`src/rtl/ldw_pkg.sv`:
```
package ldw_pkg;
   localparam int unsigned MAX_EW = 64;
   localparam int unsigned NSTG   = 3;

   typedef enum logic [1:0] {
      EW_B = 2'd0,
      EW_H = 2'd1,
      EW_W = 2'd2,
      EW_D = 2'd3
   } ew_e;

   function automatic logic [MAX_EW-1:0] ew_mask(input ew_e w);
      case (w)
         EW_B:    return 64'h0000_0000_0000_00FF;
         EW_H:    return 64'h0000_0000_0000_FFFF;
         EW_W:    return 64'h0000_0000_FFFF_FFFF;
         default: return 64'hFFFF_FFFF_FFFF_FFFF;
      endcase
   endfunction

   function automatic logic [7:0] ew_bytes(input ew_e w);
      case (w)
         EW_B:    return 8'h01;
         EW_H:    return 8'h03;
         EW_W:    return 8'h0F;
         default: return 8'hFF;
      endcase
   endfunction
endpackage

```
`src/rtl/ldw_width_stage.sv`:
```
module ldw_width_stage
   import ldw_pkg::*;
(
   input  logic [MAX_EW-1:0] val_i,
   input  ew_e               dflt_i,
   input  logic              ovr_en_i,
   input  ew_e               ovr_w_i,
   output logic [MAX_EW-1:0] val_o,
   output ew_e               w_o
);
   always_comb begin
      w_o   = ovr_en_i ? ovr_w_i : dflt_i;
      val_o = val_i & ew_mask(w_o);
   end
endmodule

```
`src/rtl/ldw_lane_place.sv`:
```
module ldw_lane_place
   import ldw_pkg::*;
#(
   parameter int unsigned LANE_W = 64,
   parameter int unsigned IDX_W  = 8,
   parameter int unsigned RN_W   = 5
) (
   input  logic              vld_i,
   input  logic [MAX_EW-1:0] val_i,
   input  ew_e               w_i,
   input  logic [IDX_W-1:0]  idx_i,
   input  logic [RN_W-1:0]   base_i,
   output logic [RN_W-1:0]   reg_o,
   output logic [LANE_W/8-1:0] be_o,
   output logic [LANE_W-1:0] data_o
);
   localparam int unsigned BE_W     = LANE_W / 8;
   localparam int unsigned LOG_LANE = $clog2(LANE_W);
   localparam int unsigned BP_W     = IDX_W + 7;

   logic [BP_W-1:0]     bitpos;
   logic [BP_W-1:0]     lane_cnt;
   logic [LOG_LANE-1:0] bit_off;
   logic [BE_W-1:0]     be_base;
   logic [LANE_W-1:0]   val_ext;

   always_comb begin
      bitpos   = BP_W'(idx_i) << (BP_W'(w_i) + BP_W'(3));
      lane_cnt = bitpos >> LOG_LANE;
      bit_off  = bitpos[LOG_LANE-1:0];
      be_base  = BE_W'(ew_bytes(w_i));
      val_ext  = LANE_W'(val_i);
      reg_o    = base_i + RN_W'(lane_cnt);
      be_o     = vld_i ? (be_base << bit_off[LOG_LANE-1:3]) : '0;
      data_o   = vld_i ? (val_ext << bit_off) : '0;
   end
endmodule

```
`src/rtl/ldw_elem_placer.sv`:
```
module ldw_elem_placer
   import ldw_pkg::*;
#(
   parameter int unsigned LANE_W  = 64,
   parameter int unsigned IDX_W   = 8,
   parameter int unsigned RN_W    = 5,
   parameter bit          OUT_REG = 1'b1
) (
   input  logic                clk,
   input  logic                rst_n,
   input  logic                in_valid,
   input  logic [63:0]         ld_data,
   input  logic [1:0]          ld_size,
   input  logic                src_ovr_en,
   input  logic [1:0]          src_ovr_size,
   input  logic                dst_ovr_en,
   input  logic [1:0]          dst_ovr_size,
   input  logic [IDX_W-1:0]    elem_idx,
   input  logic [RN_W-1:0]     base_reg,
   output logic                wr_en,
   output logic [RN_W-1:0]     wr_reg,
   output logic [LANE_W/8-1:0] wr_be,
   output logic [LANE_W-1:0]   wr_data
);
   localparam int unsigned BE_W = LANE_W / 8;

   if (LANE_W < MAX_EW || (LANE_W & (LANE_W - 1)) != 0) begin : g_bad_lane
      $error("ldw_elem_placer: LANE_W must be a power of two of at least 64");
   end
   if (IDX_W < 1 || RN_W < 1) begin : g_bad_idx
      $error("ldw_elem_placer: IDX_W and RN_W must be at least 1");
   end

   // width stage chain: load width, source override, destination override
   logic [MAX_EW-1:0] stg_val [NSTG+1];
   ew_e               stg_w   [NSTG+1];
   logic              stg_en  [NSTG];
   ew_e               stg_ovr [NSTG];

   assign stg_val[0] = ld_data;
   assign stg_w[0]   = EW_D;
   assign stg_en[0]  = 1'b1;
   assign stg_ovr[0] = ew_e'(ld_size);
   assign stg_en[1]  = src_ovr_en;
   assign stg_ovr[1] = ew_e'(src_ovr_size);
   assign stg_en[2]  = dst_ovr_en;
   assign stg_ovr[2] = ew_e'(dst_ovr_size);

   for (genvar s = 0; s < NSTG; s++) begin : g_stage
      ew_e dflt;
      if (s == NSTG - 1) begin : g_dst_dflt
         assign dflt = EW_D;
      end else begin : g_keep_dflt
         assign dflt = stg_w[s];
      end
      ldw_width_stage u_stage (
         .val_i    (stg_val[s]),
         .dflt_i   (dflt),
         .ovr_en_i (stg_en[s]),
         .ovr_w_i  (stg_ovr[s]),
         .val_o    (stg_val[s+1]),
         .w_o      (stg_w[s+1])
      );
   end

   logic [RN_W-1:0]   c_reg;
   logic [BE_W-1:0]   c_be;
   logic [LANE_W-1:0] c_data;

   ldw_lane_place #(
      .LANE_W (LANE_W),
      .IDX_W  (IDX_W),
      .RN_W   (RN_W)
   ) u_place (
      .vld_i  (in_valid),
      .val_i  (stg_val[NSTG]),
      .w_i    (stg_w[NSTG]),
      .idx_i  (elem_idx),
      .base_i (base_reg),
      .reg_o  (c_reg),
      .be_o   (c_be),
      .data_o (c_data)
   );

   if (OUT_REG) begin : g_out_reg
      always_ff @(posedge clk or negedge rst_n) begin
         if (!rst_n) begin
            wr_en   <= 1'b0;
            wr_reg  <= '0;
            wr_be   <= '0;
            wr_data <= '0;
         end else begin
            wr_en   <= in_valid;
            wr_reg  <= c_reg;
            wr_be   <= c_be;
            wr_data <= c_data;
         end
      end
   end else begin : g_out_comb
      always_comb begin
         wr_en   = in_valid & rst_n;
         wr_reg  = c_reg;
         wr_be   = rst_n ? c_be : '0;
         wr_data = c_data;
      end
   end
endmodule

```
`config.mk`:
```
export PLATFORM = sky130hd
export DESIGN_NAME = ldw_elem_placer
export DESIGN_NICKNAME = d
export VERILOG_FILES = /design/src/rtl/ldw_pkg.sv /design/src/rtl/ldw_width_stage.sv /design/src/rtl/ldw_lane_place.sv /design/src/rtl/ldw_elem_placer.sv
export SDC_FILE = /design/constraint.sdc
export NUM_CORES = 1
export LEC_CHECK = 0
export ABC_CLOCK_PERIOD_IN_PS = 800
export BUFFER_PORTS_ARGS = -buffer_cell sky130_fd_sc_hd__buf_2
export CAP_MARGIN = 20
export CELL_PAD_IN_SITES_DETAIL_PLACEMENT = 0
export CELL_PAD_IN_SITES_GLOBAL_PLACEMENT = 2
export CORE_MARGIN = 2
export CORE_UTILIZATION = 30
export DETAILED_ROUTE_END_ITERATION = 8
export PLACE_DENSITY_LB_ADDON = 0.1
export SLEW_MARGIN = 20
export SYNTH_ARGS = -nofsm -noshare
export SYNTH_HDL_FRONTEND = slang
export SYNTH_SLANG_ARGS = --single-unit
```
`constraint.sdc`:
```
create_clock -name clk -period 0.8 [get_ports clk]
set_input_delay 0.04 -clock clk [delete_from_list [all_inputs] [get_ports clk]]
set_output_delay 0.04 -clock clk [all_outputs]
set_load 0.05 [all_outputs]
```
# After elaboration in Yosys (flattened, before gate mapping)
# Cells that the tools add are included.
# Widths: inputs -> output; s select.
# totals
register_bits,78
wordCells,29
out_inout_bits,78
inputBits,88
# op_classes
muxes,8
n_addsub,2
shift,3
n_reduce_logical,3
bitwise_logic,3
n_eq_ne,6
# ops
op,count
$pmux 64 s3,3
$and 64x64->64,3
$mux 64,1
$shl 64x6->64,1
$pmux 8 s3,1
$shl 8x15->11,1
$mux 8,1
$shl 8x3->8,1
$eq 2x1->1 const B,3
$eq 2x2->1 const B,3
$logic_not 2->1,3
$add 5x5->5,1
$mux 2,2
$add 2x2->3 const B,1

# Depth between registers and ports, before layout
# Gate-level depths: netlist of the first run.
# depth
word_depth,7
depth_mapped,17

# Hierarchy
# From an unflattened synthesis of the first run, not the netlist that was laid out.
# unflattened
hier_cells,1415
hier_area_um2,10821.6
# modules_own_cells
mod,seq_area_each_um2,instances,cells_per_inst,area_per_inst_um2
ldw_lane_place,0.0,1,865,5896.9
ldw_width_stage,0.0,3,157,989.7
ldw_elem_placer,1951.9,1,79,1955.6

# Worst setup path after synthesis of the first run
# OpenSTA, ideal clock, no wires.
# synth_path
kind,input port to flip-flop
from,input dst_ovr_size[0]
to,register wr_data[60]
arrival_ps,2836
setup_time_ps,126
stages,15
required_time_ps,674
setup_slack_ps,-2162
path_cell_list,nand2b_1 -> buf_6 -> buf_12 -> buf_8 -> buf_4 -> ha_1 -> buf_2 -> nor2_1 -> a22o_1 -> buf_6 -> nand2_1 -> buf_2 -> o211ai_1 -> o21ai_0 -> a221o_1
# synth_between
elab_chain_len,6
# synth_lines
item,line_no,text
start: declaration,ldw_elem_placer.sv:17,"input logic [1:0] dst_ovr_size,"
$mux 2 (*),ldw_width_stage.sv:12,w_o = ovr_en_i ? ovr_w_i : dflt_i;
"parallel branches: the longest is 3 deep, another holds $add 2x2->3",--,
$shl 64x6->64 (*),ldw_lane_place.sv:35,data_o = vld_i ? (val_ext << bit_off) : '0;
$mux 64 (*),ldw_lane_place.sv:35,
via c_data[60],ldw_elem_placer.sv:68,logic [LANE_W-1:0] c_data;
end signal: assignment,ldw_elem_placer.sv:96,wr_data <= c_data;
end: declaration,ldw_elem_placer.sv:23,output logic [LANE_W-1:0] wr_data
# Mark *: on every way through the listed nets, which the timed path passes.

# Worst setup path in the final report of the first run
# layout_path
from,input dst_ovr_size[1]
to,register wr_data[62]
# Same word-level chain as after synthesis.

==> impl_metrics.json, run 1 <==
{
  "dieArea_um2": 26100,
  "drt-initial-drc-count": 585,
  "worstHoldStart": "base_reg[0]",
  "hold_end": "wr_reg[0]",
  "cts.clk_slew.worst_paths_ns": 0.06,
  "syn_avg_cell_area_um2": 8.84,
  "antenna_found_initial": 0,
  "fin_crit_ns": 2.37,
  "grtUsageTotal_pct": 28.0,
  "stdcell_count": 1660,
  "cts_tree": "yes",
  "synthDistinctLibCells": 93,
  "yosys_warnings": 0,
  "ys_seq_elements": 78,
  "hold_violations": 1,
  "yosysTopAreaCellShare_pct": 26.2,
  "antenna_left": 0,
  "root_buffer": "clkbuf_16",
  "drc": 0,
  "num_rows": 57,
  "synth-edff-count": 0,
  "fin_crit_sh_pct": 296,
  "firstDrtPassIters": 5,
  "grt_pass1_vias": 9309,
  "viasPerCell": 5.57,
  "grt_start_max_net_pins": 32,
  "place_ws_ns": -2.08,
  "finalWorstSetupSlack_ns": -1.57,
  "synth_area_um2": 7450,
  "holdBufCountCts": 2,
  "critPathCaptureType": "flop",
  "slew_headroom_pct": 71.5,
  "dieHeight_um": 162,
  "syn_nets": 939,
  "io_pins": 166,
  "final_net_count": 1429,
  "cp_max_fo": 6,
  "cts_made_buffers": 9,
  "worst_slew_pin_slew_ns": 0.416,
  "cts.sinks": 78,
  "layout-drive-gt1-share_pct": 68.4,
  "grt_pass1_wl_um": 55300,
  "ir_worst_vdd_uv": 1220,
  "async_flop_share_pct": 100,
  "largest_reg_flops": 64,
  "fmax_ghz": 0.422,
  "hpwl_um": 28000,
  "design_area_um2": 14900,
  "die_w_um": 162,
  "place_inst": 1541,
  "avgRoutedWirePerCell_um": 22.9,
  "h-tree-depth": 3,
  "nFillCells": 2066,
  "status": "finished, violations left",
  "p_per_area_nw_per_um2": 1190,
  "crit_arrival_ns": 2.62,
  "rsz0062_at_grt": "yes",
  "p_leak_uw": 0.00646,
  "vias": 9251,
  "critPathKind": "primary input to flop",
  "min_path_type": "primary input to flop",
  "violations": "negative hold slack, negative setup slack",
  "whs_ns": -0.0624,
  "grt_overflow_total": 0,
  "start_util_pct": 30.6,
  "wl_um": 37900,
  "portBuffers": 165,
  "ys_top_cells_by_area": "dfrtp_1 26%, mux2i_1 14%, mux2_2 7.4%, nor2_1 3.7%, a21oi_1 3.6%",
  "clk_path_buf_depth": 2,
  "placed_cell_area_um2": 10700,
  "setup_viol": 155,
  "routabilityCongestion": 0.944,
  "antenna_cells": 0,
  "synth.yosys.seq_area_share_pct": 26.2,
  "synth_top_area_cell": "dfrtp_1",
  "setup.worst_path.start_class": "primary input",
  "syn_inst": 843,
  "maxCapViolations": 0,
  "core_um2": 24400,
  "synth_flop_cell": "dfrtp_1",
  "worst_hold_path.num_cells": 2,
  "required_ns": 1.05,
  "area_growth_pct": 99.3,
  "fin_tns_setup_ns": -112.97,
  "slew_viol_final": 0
}
==> power breakdown <==
group	switching, uW	internal (uW)
Combinational	5000	4090
Clock	1570	2560
Sequential	191	4310
Total	6760	11000
==> layer usage <==
| metal | GRT usage [%] | up-vias | part of all wire (%) |
|---|---|---|---|
| li1 | - | 4207 | - |
| met1 | 36.8 | 4552 | 43 |
| met2 | 45.9 | 407 | 47 |
| met3 | 5.47 | 85 | 6.6 |
| met4 | 9.86 | 0 | 3.3 |
| met5 | 0 | - | 0 |
==> Yosys cell counts (all sizes together) (6+ instances only) <==
| cell type | count |
|---|---|
| o21a | 6 |
| o2bb2ai | 7 |
| nand2 | 68 |
| o22a | 7 |
| clkbuf | 17 |
| nand3 | 34 |
| a21o | 14 |
| nor2 | 77 |
| ha | 7 |
| o32ai | 9 |
| or2 | 6 |
| o211ai | 11 |
| o22ai | 27 |
| inv | 12 |
| o21ai | 46 |
| a22oi | 6 |
| buf | 56 |
| dfrtp | 78 |
| and2 | 8 |
| mux2 | 49 |
| a211oi | 10 |
| a21oi | 56 |
| mux2i | 101 |
| and3 | 8 |
| a31oi | 8 |
| nor3 | 11 |
| o221ai | 21 |
==> worst max path at each step <==
stage                          from          end  slack [ns]  cells after the start
detailed placement  dst_ovr_size[1]  wr_data[60]       -2.08                     14
global route        dst_ovr_size[1]  wr_data[62]       -1.65                     12
CTS                 dst_ovr_size[1]  wr_data[62]       -1.53                     12
floorplan           dst_ovr_size[0]  wr_data[63]       -1.94                     14
global placement    dst_ovr_size[1]  wr_data[62]       -2.12                     14
finish              dst_ovr_size[1]  wr_data[62]       -1.57                     12
==> final cells by class <==
type | instances | area, um2 | area share (%)
clock buffer | 11 | 253 | 1.70
clock inverter | 3 | 43.8 | 0.295
inverter | 13 | 61.3 | 0.413
multi-input combinational | 682 | 7090 | 47.7
sequential | 78 | 1950 | 13.1
tap | 324 | 405 | 2.73
timing repair buffer | 549 | 5050 | 34.0
==> cells by family (layout without fill, tap and decap cells) <==
kind of cell	count (synthesis)	in the layout	share of synthesized area, %
flip-flops	78	78	26.2
AND/OR/NAND/NOR	239	242	16.0
adder cells (fa/ha/maj)	8	8	1.44
buffers and inverters	86	576	7.42
AO/OA/AOI/OAI	275	275	26.6
XOR/XNOR	4	4	0.470
multiplexers	153	153	21.9
==> per-stage QoR <==
step / power (uW) / util [%]
5_1_grt: 18400 / 60.9
6_report: 17700 / 60.9
4_1_cts: 16900 / 55.5
3_5_place_dp: 10900 / 43.7
3_3_place_gp: 11000 / 43.7
2_1_floorplan: 8200 / -
==> placed cells by master, fill, tap and decap left out, drive strengths merged, types with 4 or more instances in the layout <==
cell type / count
a211o: 5
inv: 13
and2: 8
o21a: 6
ha: 7
a22oi: 6
o2bb2ai: 7
o22a: 7
o221ai: 21
a21oi: 56
buf: 543
nand3: 34
dfrtp: 78
a31oi: 8
clkbuf: 13
o21ai: 46
a221oi: 4
or2: 6
nor3: 11
and3: 10
nand2: 69
nor2: 77
o32ai: 9
a21o: 14
nor2b: 5
mux2: 49
o22ai: 27
nand2b: 5
a211oi: 10
o211ai: 11
a32oi: 4
mux2i: 101
a2bb2oi: 5
==> critical path: stages <==
cell      delay, ns
buf_6          0.09
nand2b_4       0.14
buf_6          0.12
ha_4           0.31
buf_6          0.13
and3_4         0.22
nand2_4        0.07
mux2_4         0.34
mux4_2         0.56
o221ai_4       0.21
o31ai_4        0.11
a221oi_2       0.27
==> timing repair <==
item                                   CTS  global route
pin swaps                               72            86
setup endpoints to repair              155           155
gates cloned                             6             4
endpoints found under the hold margin   80             1
setup buffers                           63            36
resized for setup                      479           208
Power figures use the tool's default switching activity.
==> run 2: changes to the inputs <==
Settings changed: CORE_UTILIZATION 30 to 31, SYNTH_HIERARCHICAL set to 1.
==> run 2 against run 1 <==
Against the previous run:
- the run still ends with negative hold slack, negative setup slack left
- non-clock buffer count increased by 114
- power is 37% higher
- cell area up 27%
- via count is 46% higher
- maximum frequency decreased by 10%
- hold slack improved by 0.056 ns
- combinational power is 69% higher
- clock-buffer cell count did not move
- first-iteration DRC count up 49%
- sequential share of layout area down 2.8 points
- synthesized cell count increased by 68%
- final cell count up 43%
- critical path type unchanged
- critical endpoint unchanged
- largest cell class unchanged
- highest routed layer unchanged
==> impl_metrics.json, run 2 <==
{
  "fmax_ghz": 0.380,
  "maxCapViolations": 0,
  "fin_crit_sh_pct": 329,
  "critPathKind": "primary input to flop",
  "largest_reg_flops": 64,
  "place_inst": 2247,
  "yosys_warnings": 6,
  "syn_inst": 1413,
  "root_buffer": "clkbuf_16",
  "cts.sinks": 78,
  "area_growth_pct": 74.1,
  "worst_slew_pin_slew_ns": 0.811,
  "violations": "negative hold slack, negative setup slack",
  "syn_avg_cell_area_um2": 7.65,
  "grt_pass1_vias": 13100,
  "drt-initial-drc-count": 871,
  "fin_crit_ns": 2.63,
  "min_path_type": "primary input to flop",
  "synth_area_um2": 10800,
  "dieHeight_um": 191,
  "antenna_found_initial": 0,
  "grt_start_max_net_pins": 67,
  "firstDrtPassIters": 6,
  "viasPerCell": 5.68,
  "ir_worst_vdd_uv": 1400,
  "required_ns": 1.02,
  "p_per_area_nw_per_um2": 1290,
  "setup.worst_path.start_class": "primary input",
  "setup_viol": 155,
  "avgRoutedWirePerCell_um": 22.2,
  "cp_max_fo": 6,
  "holdBufCountCts": 2,
  "whs_ns": -0.00642,
  "routabilityCongestion": 0.958,
  "final_net_count": 2011,
  "num_rows": 68,
  "antenna_cells": 0,
  "critPathCaptureType": "flop",
  "die_w_um": 191,
  "cts_made_buffers": 9,
  "finalWorstSetupSlack_ns": -1.83,
  "grtUsageTotal_pct": 28.4,
  "clk_path_buf_depth": 2,
  "wl_um": 52600,
  "layout-drive-gt1-share_pct": 53.4,
  "cts.clk_slew.worst_paths_ns": 0.06,
  "antenna_left": 0,
  "slew_viol_final": 0,
  "hold_violations": 1,
  "io_pins": 166,
  "rsz0062_at_grt": "yes",
  "vias": 13500,
  "drc": 0,
  "dieArea_um2": 36400,
  "status": "finished, violations left",
  "start_util_pct": 31.4,
  "crit_arrival_ns": 2.85,
  "slew_headroom_pct": 45.6,
  "h-tree-depth": 3,
  "stdcell_count": 2374,
  "layout_common_cells": "372 x buf_4, 189 x nand2_1, 161 x buf_6",
  "hpwl_um": 40700,
  "grt_overflow_total": 0,
  "cts_tree": "yes",
  "core_um2": 34500,
  "fin_util_pct": 54.6,
  "nFillCells": 3267,
  "p_leak_uw": 0.00807,
  "final_common_cell": "buf_4",
  "grt_pass1_wl_um": 79600,
  "portBuffers": 165
}
## run 2: worst paths after layout
path / to / cells past startpoint / from
max: wr_data[62] / 15 / dst_ovr_en
max in group asynchronous: wr_data[56] / 3 / rst_n
min in group asynchronous: wr_reg[0] / 2 / rst_n
min: wr_reg[0] / 2 / base_reg[0]
## run 2: cell type report
class | instances | area (um2) | area share (%)
clock buffer | 11 | 243 | 1.29
clock inverter | 5 | 66.3 | 0.352
inverter | 18 | 75.1 | 0.399
multi-input combinational | 1144 | 9950 | 52.9
sequential | 78 | 1950 | 10.4
tap | 455 | 569 | 3.03
timing repair buffer | 663 | 5960 | 31.7
## run 2: worst max-delay path, cell delays in order
cell and delay, ns:
buf_8 0.10, mux2_4 0.23, clkinv_4 0.06, ha_4 0.33
and4_4 0.27, buf_8 0.14, buf_12 0.14, buf_12 0.14
a211oi_4 0.05, a221o_1 0.39, a221oi_2 0.29, buf_4 0.21
mux2i_4 0.10, mux2i_4 0.23, a221oi_2 0.10
## run 2: routing by layer
| layer | GRT usage (%) | routed length, um | share of wire (%) |
|---|---|---|---|
| met5 | 0 | 0 | 0 |
| met2 | 50.9 | 26300 | 50 |
| met4 | 9.06 | 1730 | 3.3 |
| met3 | 3.17 | 2600 | 4.9 |
| met1 | 35.5 | 22000 | 42 |
## run 2: timing repair
action                                 CTS  global route
endpoints found under the hold margin   80             1
buffers inserted                        86            39
pin swaps                              125            74
setup endpoints to repair              155           155
gates resized for setup                486           195
cloned                                   5             1
## run 2: stage by stage
| step | cell area [um2] | power, uW | hold WS, ns | TNS [ns] | setup slack [ns] |
|---|---|---|---|---|---|
| 6_report | 18800 | 24200 | -0.00642 | -130.79 | -1.83 |
| 2_1_floorplan | 11200 | 11400 | -0.256 | -142.81 | -2.37 |
| 3_5_place_dp | 14700 | 16100 | -0.0887 | -159.89 | -2.38 |
| 3_3_place_gp | 14700 | 16100 | -0.0895 | -158.67 | -2.39 |
| 5_1_grt | 18800 | 25300 | -0.0167 | -137.11 | -1.88 |
| 4_1_cts | 17700 | 23000 | -0.00784 | -127.38 | -1.77 |
## run 2: power by group
part / switching, uW / internal (uW) / total (uW)
clock: 1650 / 2540 / 4190
combinational: 8570 / 6770 / 15300
sequential: 260 / 4450 / 4710
